$ cat config.mk
export PLATFORM = sky130hd
export DESIGN_NAME = sect_guard
export DESIGN_NICKNAME = d
export VERILOG_FILES = /design/src/rtl/sg_pkg.sv /design/src/rtl/sg_hdr_decode.sv /design/src/rtl/sg_rule_eval.sv /design/src/rtl/sg_erase_seq.sv /design/src/rtl/sect_guard.sv
export SDC_FILE = /design/constraint.sdc
export NUM_CORES = 1
export LEC_CHECK = 0
export BUFFER_PORTS_ARGS = -buffer_cell sky130_fd_sc_hd__buf_2
export CAP_MARGIN = 20
export CORE_ASPECT_RATIO = 1.1
export CORE_UTILIZATION = 33
export DETAILED_ROUTE_END_ITERATION = 6
export SYNTH_ARGS = -nofsm -noshare
export SYNTH_HDL_FRONTEND = slang
export SYNTH_SLANG_ARGS = --single-unit
$ cat constraint.sdc
create_clock -name clk -period 2.35 [get_ports clk]
set_clock_uncertainty 0.2 [all_clocks]
set_input_delay 0.5875 -clock clk [delete_from_list [all_inputs] [get_ports clk]]
set_output_delay 0.5875 -clock clk [all_outputs]
set_load 0.03 [all_outputs]
$ cat src/rtl/sg_pkg.sv
package sg_pkg;

  typedef enum logic [1:0] {
    OP_READ   = 2'b00,
    OP_WRITE  = 2'b01,
    OP_SERASE = 2'b10,
    OP_CERASE = 2'b11
  } op_e;

  typedef enum logic [1:0] {
    RC_GRANT = 2'b00,
    RC_PROT  = 2'b01,
    RC_ADDR  = 2'b10
  } rc_e;

  localparam logic [4:0] HDR_SIG = 5'b11001;

  typedef struct packed {
    logic valid;
    logic lock_rd;
    logic lock_wr;
    logic lock_ce;
  } guard_t;

endpackage

$ cat src/rtl/sg_hdr_decode.sv
module sg_hdr_decode
  import sg_pkg::*;
(
  input  logic [7:0] hdr_byte,
  output guard_t     guard
);

  logic sig_ok;

  // Signature sits in the upper five bits; locks are active when their bit is cleared.
  assign sig_ok        = (hdr_byte[7:3] == HDR_SIG);
  assign guard.valid   = sig_ok;
  assign guard.lock_rd = sig_ok & ~hdr_byte[2];
  assign guard.lock_wr = sig_ok & ~hdr_byte[1];
  assign guard.lock_ce = sig_ok & ~hdr_byte[0];

endmodule

$ cat src/rtl/sg_rule_eval.sv
module sg_rule_eval
  import sg_pkg::*;
#(
  parameter int SECT_W        = 12,
  parameter int PTR_W         = 16,
  parameter int WR_LIMIT_SECT = 2048
) (
  input  op_e               op,
  input  logic [SECT_W-1:0] s_sec,
  input  logic [SECT_W-1:0] e_sec,
  input  logic [PTR_W-1:0]  ptr,
  input  guard_t            guard,
  output rc_e               code
);

  logic [31:0] s_ext, e_ext, p_ext;
  logic        reversed, over_limit, touches, locked;

  assign s_ext = 32'(s_sec);
  assign e_ext = 32'(e_sec);
  assign p_ext = 32'(ptr);

  assign reversed   = (e_ext < s_ext);
  assign over_limit = (op == OP_WRITE) && (e_ext >= 32'(WR_LIMIT_SECT));
  // The region starts at sector zero, so a range touches it exactly when its start does.
  assign touches    = (s_ext < p_ext);
  assign locked     = (op == OP_READ) ? guard.lock_rd : guard.lock_wr;

  always_comb begin
    if (op == OP_CERASE) begin
      code = guard.lock_ce ? RC_PROT : RC_GRANT;
    end else if (reversed || over_limit) begin
      code = RC_ADDR;
    end else if (touches && locked) begin
      code = RC_PROT;
    end else begin
      code = RC_GRANT;
    end
  end

endmodule

$ cat src/rtl/sg_erase_seq.sv
module sg_erase_seq #(
  parameter int SECT_W = 12
) (
  input  logic              clk,
  input  logic              rst_n,
  input  logic              start,
  input  logic [SECT_W-1:0] first,
  input  logic [SECT_W-1:0] last,
  output logic              out_valid,
  input  logic              out_ready,
  output logic [SECT_W-1:0] sector
);

  logic [SECT_W-1:0] cur_q, last_q;
  logic              valid_q;

  always_ff @(posedge clk or negedge rst_n) begin
    if (!rst_n) begin
      valid_q <= 1'b0;
      cur_q   <= '0;
      last_q  <= '0;
    end else if (start) begin
      valid_q <= 1'b1;
      cur_q   <= first;
      last_q  <= last;
    end else if (valid_q && out_ready) begin
      if (cur_q == last_q) valid_q <= 1'b0;
      else                 cur_q   <= cur_q + 1'b1;
    end
  end

  assign out_valid = valid_q;
  assign sector    = cur_q;

  assert_ers_hold_R9: assert property (@(posedge clk) disable iff (!rst_n)
    out_valid && !out_ready |=> out_valid && $stable(sector));

  assert_ers_step_R8: assert property (@(posedge clk) disable iff (!rst_n)
    out_valid && out_ready && (sector != last_q) |=> out_valid && (sector == $past(sector) + 1'b1));

endmodule

$ cat src/rtl/sect_guard.sv
module sect_guard
  import sg_pkg::*;
#(
  parameter int ADDR_W        = 24,
  parameter int SECT_SHIFT    = 12,
  parameter int PTR_W         = 16,
  parameter int WR_LIMIT_SECT = 2048,
  localparam int SECT_W       = ADDR_W - SECT_SHIFT
) (
  input  logic              clk,
  input  logic              rst_n,
  input  logic [7:0]        hdr_byte,
  input  logic [PTR_W-1:0]  prot_ptr,
  output logic              hdr_bad,
  input  logic              req_valid,
  output logic              req_ready,
  input  logic [1:0]        req_op,
  input  logic [ADDR_W-1:0] req_start,
  input  logic [ADDR_W-1:0] req_end,
  output logic              rsp_valid,
  input  logic              rsp_ready,
  output logic [1:0]        rsp_code,
  output logic              ers_valid,
  input  logic              ers_ready,
  output logic [SECT_W-1:0] ers_sector
);

  guard_t            guard;
  rc_e               verdict;
  op_e               op_in;
  logic [SECT_W-1:0] s_sec, e_sec;
  logic              accept, ers_start;

  logic rsp_valid_q;
  rc_e  code_q;
  op_e  op_q;

  assign op_in = op_e'(req_op);
  assign s_sec = req_start[ADDR_W-1:SECT_SHIFT];
  assign e_sec = req_end[ADDR_W-1:SECT_SHIFT];

  sg_hdr_decode u_hdr (
    .hdr_byte (hdr_byte),
    .guard    (guard)
  );

  sg_rule_eval #(
    .SECT_W        (SECT_W),
    .PTR_W         (PTR_W),
    .WR_LIMIT_SECT (WR_LIMIT_SECT)
  ) u_rule (
    .op    (op_in),
    .s_sec (s_sec),
    .e_sec (e_sec),
    .ptr   (prot_ptr),
    .guard (guard),
    .code  (verdict)
  );

  assign req_ready = !rsp_valid_q && !ers_valid;
  assign accept    = req_valid && req_ready;
  assign ers_start = accept && (verdict == RC_GRANT) && (op_in == OP_SERASE);

  always_ff @(posedge clk or negedge rst_n) begin
    if (!rst_n) begin
      rsp_valid_q <= 1'b0;
      code_q      <= RC_GRANT;
      op_q        <= OP_READ;
    end else if (accept) begin
      rsp_valid_q <= 1'b1;
      code_q      <= verdict;
      op_q        <= op_in;
    end else if (rsp_valid_q && rsp_ready) begin
      rsp_valid_q <= 1'b0;
    end
  end

  sg_erase_seq #(
    .SECT_W (SECT_W)
  ) u_seq (
    .clk       (clk),
    .rst_n     (rst_n),
    .start     (ers_start),
    .first     (s_sec),
    .last      (e_sec),
    .out_valid (ers_valid),
    .out_ready (ers_ready),
    .sector    (ers_sector)
  );

  assign rsp_valid = rsp_valid_q;
  assign rsp_code  = code_q;
  assign hdr_bad   = !guard.valid;

  assert_rsp_hold_R9: assert property (@(posedge clk) disable iff (!rst_n)
    rsp_valid && !rsp_ready |=> rsp_valid && $stable(rsp_code));

  assert_rsp_next_R11: assert property (@(posedge clk) disable iff (!rst_n)
    accept |=> rsp_valid);

  assert_ers_origin_R8: assert property (@(posedge clk) disable iff (!rst_n)
    ers_valid |-> (op_q == OP_SERASE) && (code_q == RC_GRANT));

  assert_hdr_open_R1: assert property (@(posedge clk) disable iff (!rst_n)
    hdr_bad |-> !guard.lock_rd && !guard.lock_wr && !guard.lock_ce);

endmodule

Word level (Yosys, flattened, before mapping) --
Cells that the tools add are included. W data, S select, Z words.
Cells by class: bitwise operators 6, $add $sub $neg 1, eq/ne operators 6, mux-type cells 13, magnitude comparators 3, reduce and logical (&&, ||, !) cells 19
Operators by type and width (count):
- $mux W12 | 3
- $lt A12 B16 Y1 | 1
- $add A12 B1 Y12 const B | 1
- $eq A12 B12 Y1 | 1
- $ge A12 B12 Y1 const B | 1
- $lt A12 B12 Y1 | 1
- $logic_and A1 B1 Y1 | 8
- $mux W1 | 8
- $reduce_bool A2 Y1 | 3
- $eq A5 B5 Y1 const B | 1
- $eq A2 B2 Y1 const B | 2
- $logic_not A2 Y1 | 2
- $mux W2 | 2
- $reduce_and A2 Y1 | 2
- $and A1 B1 Y1 | 3
- $logic_not A1 Y1 | 3
- $not A1 Y1 | 3
- $eq A2 B1 Y1 const B | 1
- $ne A2 B2 Y1 const B | 1
- $logic_or A1 B1 Y1 | 1
Storage, ports and cells: flip-flop bits (word level) 28, bits of input ports 79, logic and storage cells 53

Longest topological paths before layout --
depth in word-level cells 12, depth in mapped cells 9

Modules after synthesis --
From an unflattened synthesis, not the netlist that was laid out.
Unflattened totals: cells, all modules 247, area, all modules 2267.2 µm²
Modules (own cells, without submodules):
- sg_erase_seq | area an instance 1445.1 µm², sequential area each 625.6 µm², instances 1, cells each 141
- sg_rule_eval | area an instance 628.1 µm², sequential area each 0.0 µm², instances 1, cells each 87
- sect_guard | area an instance 145.1 µm², sequential area each 75.1 µm², instances 1, cells each 12
- sg_hdr_decode | area an instance 48.8 µm², sequential area each 0.0 µm², instances 1, cells each 7

Worst setup path after synthesis --
Ideal clock, no wire load.
path kind input port to flip-flop, start point input port req_start[21], end point register u_seq.cur_q[0], in the netlist u_seq.sector[0], slack -0.573 ns, stages 8, data required time 2.025 ns, arrival 2.598 ns, cells stage by stage inv_1 ha_1 nand4_1 or4_4 a32o_2 o21ai_4 buf_6 mux2_2
Between the ends: cells in the longest elaborated chain, start to end 10, elaborated cells on any way between the ends 14
RTL lines:
- start: declaration | line sect_guard.sv:18 | input logic [ADDR_W-1:0] req_start,
- $lt A12 B16 Y1 | line sg_rule_eval.sv:26 | assign touches = (s_ext < p_ext);
- $logic_and A1 B1 Y1 | line sg_rule_eval.sv:34 | end else if (touches && locked) begin
- $mux W1 | line sg_rule_eval.sv:34
- $mux W2 (*) | line sg_rule_eval.sv:32 | end else if (reversed || over_limit) begin
- $mux W2 (*) | line sg_rule_eval.sv:30 | if (op == OP_CERASE) begin
- $logic_not A2 Y1 (*) | line sect_guard.sv:62 | assign ers_start = accept && (verdict == RC_GRANT) && (op_in == OP_SERASE);
- $logic_and A1 B1 Y1 (*) (2 in a row) | line sect_guard.sv:62
- $ne A2 B2 Y1 (no line) or $reduce_bool A2 Y1 (tied branches)
- $reduce_and A2 Y1 (no line)
- end signal: assignment | line sg_erase_seq.sv:24 | cur_q <= first;
- end signal: assignment | line sg_erase_seq.sv:28 | else cur_q <= cur_q + 1'b1;
- end: declaration | line sg_erase_seq.sv:14 | logic [SECT_W-1:0] cur_q, last_q;
Every way passes the cells marked *; elsewhere a longest branch is shown, timed or not. A chain may end at the register's enable or synchronous reset.

Final worst setup path --
start point input port req_start[18], end point register u_seq.last_q[8]
Between the ends: cells in the longest elaborated chain, start to end 8, elaborated cells on any way between the ends 10
RTL lines:
- $lt A12 B16 Y1 | line sg_rule_eval.sv:26
- $logic_and A1 B1 Y1 | line sg_rule_eval.sv:34
- $mux W1 | line sg_rule_eval.sv:34
- $mux W2 (*) | line sg_rule_eval.sv:32
- $mux W2 (*) | line sg_rule_eval.sv:30
- $logic_not A2 Y1 (*) | line sect_guard.sv:62
- $logic_and A1 B1 Y1 (*) (2 in a row) | line sect_guard.sv:62
- end signal: assignment | line sg_erase_seq.sv:25 | last_q <= last;
- end: declaration | line sg_erase_seq.sv:14
Marked as above.

==> flow_summary.yaml <==
yosys:
  async_flop_share_pct: 100.0
  synth_enable_flop_cells: 0
  avgSynthCellArea_um2: 10.01
  synthTopCellsByCount: "28 x dfrtp_1, 26 x inv_1, 23 x ha_1"
  syn_area_um2: 2132
  yosys.area.top_type: "dfrtp_1"
  synth_cell_type_count: 43
  yosysMostFrequentCell: "dfrtp_1"
  yosys_warnings: 0
  synth_top_area_share_pct: 32.86
  netlist_top_cells_area: "dfrtp_1 33%, ha_1 13%, mux2_2 6.9%, xnor2_1 6.2%, mux2i_1 4.7%"
  synthCells: 213
  ys_seq_area_share_pct: 32.86
  synth_ff_type: "dfrtp_1"
  synth_nets: 315
  ys_ff_latch: 28
clock_tree:
  cts-root-buf: "clkbuf_8"
  clockBufferDepth: 2
  clock_latency_ns: 0.28
  cts.clk_slew.worst_paths_ns: 0.09
  htree_levels: 1
  cts_inserted_buffers: 3
  clock-sinks: 28
  cts_tree: "built"
  ctsHoldBuffers: 0
cells_and_area:
  syn2layout_area_growth_pct: 68.02
  diodes: 0
  final_util_pct: 57.84
  drive_gt1_share_pct: 56.03
  final_nets: 451
  multi_input_area_um2: 1625
  fillerInstances: 540
  regArea_um2: 700.7
die:
  die_y_um: 86.30
  boundaryPins: 97
  start_util_pct: 34.42
  die_x_um: 78.64
  placementRows: 30
  dieArea_um2: 6787
  fp.coreArea_um2: 6193
place:
  post-place-ws_ns: -0.6774
  place_congestion: 0.8018
  numPortBuffers: 72
  dpl.hpwl_um: 4559
critical_path:
  cp_data_required_time_ns: 2.32
  cpMaxStageDelayCell: "or4_4"
  cp_slowest_stage_delay_ns: 0.53
  cp-start-kind: "input port"
  cp_num_buf_inv: 3
  path_cells: "buf_6 -> inv_4 -> ha_4 -> nand4_1 -> or4_4 -> a32o_2 -> o21ai_4 -> buf_6 -> mux2_4"
  crit_type: "in -> reg"
  crit_top_cell: "buf_6"
  worstPathArrival_ns: 2.55
  cp_max_fo: 7
  endpoint_kind: "register"
  cp_top_family: "simple AND/OR/NAND/NOR gates"
pwr:
  p_leak_uw: 0.001759
  ir_drop_v: 0.0004272
  p_per_area_nw_per_um2: 782.5
sta:
  whs_ns: 0.1045
  rsz0062_at_grt: "yes"
  setup_viol: 26
  setup_tns_ns: -4.983
  worst_pin_slew_ns: 0.6044
  slew_headroom_pct: 59.71
  slew_violations: 0
  period_share_pct: 109.8
  hold_viol: 0
  clock.fmax_mhz: 387.5
  timing.final.ws_setup_ns: -0.2303
  min_period_ns: 2.580
status:
  violations: "negative setup slack"
  run_status: "finished with violations"
global_routing:
  grt_antenna_before_repair: 0
  overflow: 0
  grt_pass1_vias: 2137
  grt_max_degree: 29
  grt_pass1_wl_um: 10150
  grt.total_usage_pct: 19.24
route:
  drcViolationCount: 0
  drt_iter0_markers: 119
  drtPass1Iterations: 4
  avgViaCountPerCell: 4.759
  postRouteAntennaNets: 0
  routed_wl_um: 6152
  wl_per_cell_um: 14.37
  vias: 2037
min_path:
  hold_class: "in -> async"
run:
  cap_violations: 0
per-layer routing:
metal | global-route usage [%] | routed length (um) | vias up
met4 | 6.061 | 104 | 0
met1 | 24.25 | 2690 | 944
met3 | 1.474 | 135 | 9
li1 | - | - | 1043
met5 | 0 | 0 | -
met2 | 34.70 | 3222 | 41
worst paths after layout:
path                            startpoint                to  slack (ns)  cells past startpoint
setup / recovery             req_start[18]   u_seq.last_q[8]       -0.23                      9
hold / removal                       rst_n   u_seq.sector[1]        0.10                      1
setup reg to reg           u_seq.sector[5]  u_seq.sector[11]        0.26                      7
max in group asynchronous            rst_n   u_seq.sector[6]        1.44                      1
min in group clk                 rsp_ready         rsp_valid        0.29                      2
hold reg to reg                rsp_code[0]       rsp_code[0]        0.31                      1
kinds of logic after synthesis:
| group | Yosys count | share of synthesized area (%) |
|---|---|---|
| AOI/OAI and AO/OA | 34 | 12.21 |
| xor gates and xnor gates | 21 | 8.627 |
| adders and majority gates | 23 | 13.50 |
| buffers and inverters | 29 | 5.809 |
| DFF | 28 | 32.86 |
| muxes | 23 | 11.56 |
| and+or+nand+nor | 55 | 15.43 |
cell type report:
type                    count  share of cell area, %
repair buffers            134                  27.31
inverters                  26                  3.423
multi-input cells         156                  45.37
flip-flops and latches     28                  19.56
clock buffers               4                  1.537
well taps                  80                  2.794
metrics by stage:
stage / power, uW / cell area, um2 / std cells
global placement: 2367 / 3033 / 405
finish: 2803 / 3582 / 428
CTS: 2781 / 3516 / 430
floorplan: 1891 / 2263 / 213
detailed placement: 2391 / 3033 / 405
global route: 2990 / 3582 / 428
registers in the layout (all words and copies together) (netlist names):
name and count:
rsp_code 2, u_seq.last_q 12, rsp_valid 1, u_seq.out_valid 1, u_seq.sector 12
report_power, final:
group	leakage (uW)	internal (uW)	switching, uW
clock network	0.0000288	150	148
registers	0.000348	713	235
logic	0.00138	764	792
total	0.00176	1630	1180
cells in the final DEF, fill, tap and decap left out, drive strengths merged, types with 2 or more instances in the layout:
master / n
nand2b: 2
a2111oi: 2
buf: 134
or4: 2
nand2: 9
o211ai: 4
o21a: 5
nor3: 2
mux2i: 10
and3: 5
a21oi: 6
and2: 4
o311ai: 2
nor2: 8
nor2b: 2
nand3b: 2
dfrtp: 28
and4: 3
nand4: 8
o21ai: 5
nand3: 4
xor2: 6
inv: 26
mux2: 13
ha: 23
xnor2: 15
clkbuf: 4
what timing repair did:
action                     4_1_cts  5_1_grt
pin swaps                       19       11
cloned                           2        0
setup endpoints to repair       27       27
gates resized for setup         53       24
setup buffers                   21        4
Power figures use the tool's default switching activity.
